[src/rtl/scan_calc_pkg.sv]
package scan_calc_pkg;
    // fixed signed intermediate width for all offset arithmetic
    localparam int CALC_W = 33;

    typedef logic signed [CALC_W-1:0] calc_t;

    typedef struct packed {
        calc_t x;
        calc_t y;
    } coord_t;

    typedef enum logic [2:0] {
        PH_IDLE = 3'd0,
        PH_TOP  = 3'd1,
        PH_BOT  = 3'd2,
        PH_EI   = 3'd3,
        PH_FI   = 3'd4
    } phase_t;

    localparam logic [1:0] ROT_0   = 2'd0;
    localparam logic [1:0] ROT_90  = 2'd1;
    localparam logic [1:0] ROT_180 = 2'd2;
    localparam logic [1:0] ROT_270 = 2'd3;
endpackage

[src/rtl/scan_geom_sel.sv]
// Picks corner pixels and step deltas (B - A) for each rotation/flip pair
module scan_geom_sel
    import scan_calc_pkg::*;
#(
    parameter int DIM_W = 12
) (
    input  logic [1:0]       rot,
    input  logic             mirror,
    input  logic [DIM_W-1:0] w,
    input  logic [DIM_W-1:0] h,
    output coord_t           top_c,
    output coord_t           bot_c,
    output coord_t           ei_c,
    output coord_t           fi_c,
    output logic             swap
);
    calc_t wm1;
    calc_t hm1;
    calc_t one;
    calc_t zero;

    assign wm1  = calc_t'(w) - calc_t'(1);
    assign hm1  = calc_t'(h) - calc_t'(1);
    assign one  = calc_t'(1);
    assign zero = '0;

    function automatic coord_t pt(input calc_t x, input calc_t y);
        coord_t c;
        c.x = x;
        c.y = y;
        return c;
    endfunction

    always_comb begin
        swap  = rot[0];
        top_c = pt(zero, zero);
        bot_c = pt(wm1, hm1);
        ei_c  = pt(one, zero);
        fi_c  = pt(-wm1, one);
        case ({rot, mirror})
            {ROT_0, 1'b0}: begin
                top_c = pt(zero, zero);  bot_c = pt(wm1, hm1);
                ei_c  = pt(one, zero);   fi_c  = pt(-wm1, one);
            end
            {ROT_0, 1'b1}: begin
                top_c = pt(wm1, zero);   bot_c = pt(zero, hm1);
                ei_c  = pt(-one, zero);  fi_c  = pt(wm1, one);
            end
            {ROT_90, 1'b0}: begin
                top_c = pt(zero, hm1);   bot_c = pt(wm1, zero);
                ei_c  = pt(zero, -one);  fi_c  = pt(one, hm1);
            end
            {ROT_90, 1'b1}: begin
                top_c = pt(wm1, hm1);    bot_c = pt(zero, zero);
                ei_c  = pt(zero, -one);  fi_c  = pt(-one, hm1);
            end
            {ROT_180, 1'b0}: begin
                top_c = pt(wm1, hm1);    bot_c = pt(zero, zero);
                ei_c  = pt(-one, zero);  fi_c  = pt(wm1, -one);
            end
            {ROT_180, 1'b1}: begin
                top_c = pt(zero, hm1);   bot_c = pt(wm1, zero);
                ei_c  = pt(one, zero);   fi_c  = pt(-wm1, -one);
            end
            {ROT_270, 1'b0}: begin
                top_c = pt(wm1, zero);   bot_c = pt(zero, hm1);
                ei_c  = pt(zero, one);   fi_c  = pt(-one, -hm1);
            end
            default: begin
                top_c = pt(zero, zero);  bot_c = pt(wm1, hm1);
                ei_c  = pt(zero, one);   fi_c  = pt(one, -hm1);
            end
        endcase
    end
endmodule

[src/rtl/scan_offset_unit.sv]
// Shared datapath: byte offset of a signed pixel coordinate
module scan_offset_unit
    import scan_calc_pkg::*;
#(
    parameter int DIM_W   = 12,
    parameter int SCALE_W = 4
) (
    input  coord_t             pt,
    input  logic [DIM_W-1:0]   vstride,
    input  logic [SCALE_W-1:0] xscale,
    input  logic [SCALE_W-1:0] yscale,
    input  logic [1:0]         esh,
    output calc_t              off
);
    calc_t row_term;
    calc_t col_term;

    assign row_term = pt.y * calc_t'(vstride) * calc_t'(yscale);
    assign col_term = pt.x * calc_t'(xscale);
    assign off      = (row_term + col_term) <<< esh;
endmodule

[src/rtl/scan_param_calc.sv]
module scan_param_calc
    import scan_calc_pkg::*;
#(
    parameter int ADDR_W  = 32,
    parameter int DIM_W   = 12,
    parameter int SCALE_W = 4,
    parameter int EI_W    = 16
) (
    input  logic               clk,
    input  logic               rst_n,
    input  logic               start,
    input  logic [ADDR_W-1:0]  base_addr,
    input  logic [DIM_W-1:0]   width,
    input  logic [DIM_W-1:0]   height,
    input  logic [DIM_W-1:0]   vstride,
    input  logic [SCALE_W-1:0] xscale,
    input  logic [SCALE_W-1:0] yscale,
    input  logic [1:0]         elem_code,
    input  logic [2:0]         rot_code,
    input  logic               mirror,
    input  logic               compat,
    output logic               done,
    output logic [ADDR_W-1:0]  top_addr,
    output logic [ADDR_W-1:0]  bot_addr,
    output logic [DIM_W-1:0]   elem_cnt,
    output logic [DIM_W-1:0]   frame_cnt,
    output logic [EI_W-1:0]    elem_step,
    output logic [ADDR_W-1:0]  frame_step,
    output logic               indexed,
    output logic               err
);
    localparam logic [1:0] ESH_WIDE = 2'd2;

    typedef struct packed {
        phase_t             phase;
        logic [ADDR_W-1:0]  base;
        logic [DIM_W-1:0]   w;
        logic [DIM_W-1:0]   h;
        logic [DIM_W-1:0]   vs;
        logic [SCALE_W-1:0] xs;
        logic [SCALE_W-1:0] ys;
        logic [1:0]         esh;
        logic [1:0]         rot;
        logic               mir;
        logic               compat;
        logic               err;
        logic               idx;
        logic               done;
        logic [ADDR_W-1:0]  top;
        logic [ADDR_W-1:0]  bot;
        logic [DIM_W-1:0]   en;
        logic [DIM_W-1:0]   fn;
        logic [EI_W-1:0]    ei;
        logic [ADDR_W-1:0]  fi;
    } state_t;

    state_t st_d;
    state_t st_q;

    coord_t top_c, bot_c, ei_c, fi_c, sel_c;
    logic   swap;
    calc_t  off;
    calc_t  abs_addr;
    calc_t  es_c;
    calc_t  step;
    logic   bot_fix;
    logic   busy;

    scan_geom_sel #(.DIM_W(DIM_W)) u_geom (
        .rot    (st_q.rot),
        .mirror (st_q.mir),
        .w      (st_q.w),
        .h      (st_q.h),
        .top_c  (top_c),
        .bot_c  (bot_c),
        .ei_c   (ei_c),
        .fi_c   (fi_c),
        .swap   (swap)
    );

    // one coordinate per phase goes through the shared offset datapath
    always_comb begin
        case (st_q.phase)
            PH_TOP:  sel_c = top_c;
            PH_BOT:  sel_c = bot_c;
            PH_EI:   sel_c = ei_c;
            default: sel_c = fi_c;
        endcase
    end

    scan_offset_unit #(.DIM_W(DIM_W), .SCALE_W(SCALE_W)) u_off (
        .pt      (sel_c),
        .vstride (st_q.vs),
        .xscale  (st_q.xs),
        .yscale  (st_q.ys),
        .esh     (st_q.esh),
        .off     (off)
    );

    assign busy     = (st_q.phase != PH_IDLE);
    assign abs_addr = calc_t'(st_q.base) + off;
    assign es_c     = calc_t'(1) <<< st_q.esh;
    assign step     = off - es_c + calc_t'(1);
    // legacy adjustment: wide elements, no rotation, no flip
    assign bot_fix  = st_q.compat && (st_q.esh == ESH_WIDE) &&
                      (st_q.rot == ROT_0) && !st_q.mir;

    always_comb begin
        st_d      = st_q;
        st_d.done = 1'b0;
        case (st_q.phase)
            PH_IDLE: begin
                if (start) begin
                    st_d.base   = base_addr;
                    st_d.w      = width;
                    st_d.h      = height;
                    st_d.vs     = (vstride == '0) ? width : vstride;
                    st_d.xs     = (xscale == '0) ? SCALE_W'(1) : xscale;
                    st_d.ys     = (yscale == '0) ? SCALE_W'(1) : yscale;
                    st_d.esh    = elem_code;
                    st_d.rot    = rot_code[1:0];
                    st_d.mir    = mirror;
                    st_d.compat = compat;
                    st_d.err    = (elem_code == 2'd3) || (rot_code > 3'd3) ||
                                  ((vstride != '0) && (vstride < width));
                    st_d.idx    = (rot_code != '0) || mirror || (vstride != '0) ||
                                  (xscale != '0) || (yscale != '0);
                    st_d.phase  = PH_TOP;
                end
            end
            PH_TOP: begin
                st_d.top   = ADDR_W'(abs_addr);
                st_d.phase = PH_BOT;
            end
            PH_BOT: begin
                st_d.bot   = ADDR_W'(abs_addr + (bot_fix ? calc_t'(2) : calc_t'(0)));
                st_d.phase = PH_EI;
            end
            PH_EI: begin
                st_d.ei    = EI_W'(step);
                st_d.phase = PH_FI;
            end
            PH_FI: begin
                st_d.fi    = ADDR_W'(step);
                st_d.en    = swap ? st_q.h : st_q.w;
                st_d.fn    = swap ? st_q.w : st_q.h;
                st_d.done  = 1'b1;
                st_d.phase = PH_IDLE;
            end
            default: st_d.phase = PH_IDLE;
        endcase
    end

    always_ff @(posedge clk or negedge rst_n) begin
        if (!rst_n) st_q <= '0;
        else        st_q <= st_d;
    end

    assign done       = st_q.done;
    assign top_addr   = st_q.top;
    assign bot_addr   = st_q.bot;
    assign elem_cnt   = st_q.en;
    assign frame_cnt  = st_q.fn;
    assign elem_step  = st_q.ei;
    assign frame_step = st_q.fi;
    assign indexed    = st_q.idx;
    assign err        = st_q.err;
endmodule

[config.mk]
export PLATFORM = sky130hd
export DESIGN_NAME = scan_param_calc
export DESIGN_NICKNAME = d
export VERILOG_FILES = /design/src/rtl/scan_calc_pkg.sv /design/src/rtl/scan_geom_sel.sv /design/src/rtl/scan_offset_unit.sv /design/src/rtl/scan_param_calc.sv
export SDC_FILE = /design/constraint.sdc
export NUM_CORES = 2
export LEC_CHECK = 0
export ABC_AREA = 1
export CAP_MARGIN = 20
export CORE_MARGIN = 4
export CORE_UTILIZATION = 35
export DETAILED_ROUTE_END_ITERATION = 6
export SYNTH_ARGS = -nofsm -noshare
export SYNTH_HDL_FRONTEND = slang
export SYNTH_HIERARCHICAL = 1
export SYNTH_SLANG_ARGS = --single-unit
[constraint.sdc]
create_clock -name clk -period 18.1 [get_ports clk]
set_clock_uncertainty 0.05 [all_clocks]
set_input_delay 3.62 -clock clk [delete_from_list [all_inputs] [get_ports clk]]
set_output_delay 3.62 -clock clk [all_outputs]
set_load 0.1 [all_outputs]
==> results.cfg <==
[drt]
drt_iter0_drc = 1953
remaining_drc_errors = 0
route.vias.total = 33830
detail_route.vias_per_cell = 4.705
ant_nets = 0
wire_per_inst_um = 15.68
wl_um = 112700
dr.pass1.iters = 5

[min_path]
hp-class = flop to flop
hold-path-cell-count = 2

[synthesis]
synth_cells = 5842
synth_warnings = 6
avgSynthCellArea_um2 = 6.806
synth_area_um2 = 39760
synth_fp_nets = 6619

[finish]
final_common_cell = nand2_1
final_cell_mix = nand2_1 (1804), inv_1 (1288), fa_1 (424)
fillCellCount = 12160
num_antenna_cells = 0
drive_above_1_share_pct = 5.501
utilization_pct = 37.60
area_delta_synth_final_pct = 6.536
final_nets = 6447

[die]
io_pins = 225
die_w_um = 345.0
coreArea_um2 = 112700
die_h_um = 345.0
start_util_pct = 35.29
die_area_um2 = 119100
rows = 123

[critical_path]
worstPathMaxFanout = 73
ff2ff_path_depth = 67
slowest_delay_ns = 0.68
required_ns = 18.51
cpMostUsedCell = nand2_1
startpoint_type = flop
cp.arrival_ns = 16.03
endpoint_kind = flop
critPathKind = flop to flop
reg2reg_slack_ns = 2.48
crit_slowest_cell = nor2_1

[grt]
antenna_found_initial = 1
grt_pass1_vias = 34240
overflow = 0
grt_pass1_wl_um = 184700
gr-usage-all-layers_pct = 18.77
grt_max_degree = 99

[cts]
clkTransAtPathRegs_ns = 0.06
hold_buffers = 0
clockBufferDepth = 3
cts_root_buf = clkbuf_16
cts_tree = yes
htreeDepth = 1
cts_setup_buffers = 0
post_cts_resized = 0
cts_buffers = 26
cts.sinks = 224
insertion_delay_ns = 0.56

[sta]
finalCritPeriodShare_pct = 86.29
min_period_ns = 15.62
rsz0062_at_grt = no
maxSlewViolCount = 0
finalHoldViolCount = 0
setup-tns-final_ns = 0
slew_headroom_pct = 22.43
setup_viol = 0
fmax_mhz = 64.03
max_slew.worst_pin.slew_ns = 1.160

[place]
dp_hpwl_um = 93310
globalplace.congestion = 0.9233
portBuffers = 224

[outcome]
outcome = finished clean

[flow_run]
cap_viol_max_count = 0
==> critical path, delay by kind of cell, from the launching register on <==
kind                       cells  cell delay [ns]
DFF                            1             0.39
xor gates and xnor gates       1             0.50
buffers and inverters         15             1.80
AOI/OAI and AO/OA              5             0.83
adders and majority gates     13             6.23
and+or+nand+nor               33             5.64
==> metrics by stage <==
| stage | instances | instance area, µm² | setup slack (ns) | hold slack [ns] |
|---|---|---|---|---|
| after floorplan | 5842 | 39760 | 4.899 | 0.3931 |
| after global placement | 7139 | 41370 | 2.805 | 0.4048 |
| after detailed placement | 7140 | 41400 | 2.584 | 0.4096 |
| after CTS | 7188 | 42300 | 2.581 | 0.4251 |
| after global routing | 7190 | 42360 | 1.271 | 0.4368 |
| final | 7190 | 42360 | 2.482 | 0.4244 |
==> sequential cells by signal, summed over array words and instances (netlist names) <==
register and cells:
st_q 85, bot_addr 32, frame_step 32, top_addr 32
elem_step 16, elem_cnt 12, frame_cnt 12, done 1
err 1, indexed 1
==> worst paths after layout <==
check | start | to
min in group asynchronous | rst_n | bot_addr[6]
max in group asynchronous | rst_n | st_q[215]
worst min register to register | frame_cnt[7] | frame_cnt[7]
worst min-delay path | frame_cnt[7] | frame_cnt[7]
worst max-delay path | st_q[141] | bot_addr[29]
worst max register to register | st_q[141] | bot_addr[29]
==> routing by layer <==
| layer | part of all wire, % | vias up | GRT usage, % | wire, µm |
|---|---|---|---|---|
| li1 | - | 16790 | - | - |
| met1 | 45 | 16250 | 24.72 | 50980 |
| met2 | 49 | 646 | 33.66 | 55320 |
| met3 | 3.5 | 139 | 1.581 | 3968 |
| met4 | 2.2 | 0 | 3.810 | 2452 |
| met5 | 0 | - | 0 | 0 |
==> layout make-up <==
| type | instances | area, µm² | share of cell area, % |
|---|---|---|---|
| Multi-Input combinational cell | 3827 | 26360 | 62.23 |
| Sequential cell | 224 | 5608 | 13.24 |
| Inverter | 1322 | 4964 | 11.72 |
| Timing Repair Buffer | 269 | 2645 | 6.244 |
| Tap cell | 1500 | 1877 | 4.431 |
| Clock buffer | 36 | 739.5 | 1.746 |
| Clock inverter | 12 | 163.9 | 0.3870 |
Power is not shown: default switching activity piles up to over one toggle a cycle in this logic, so the estimate is an artifact.
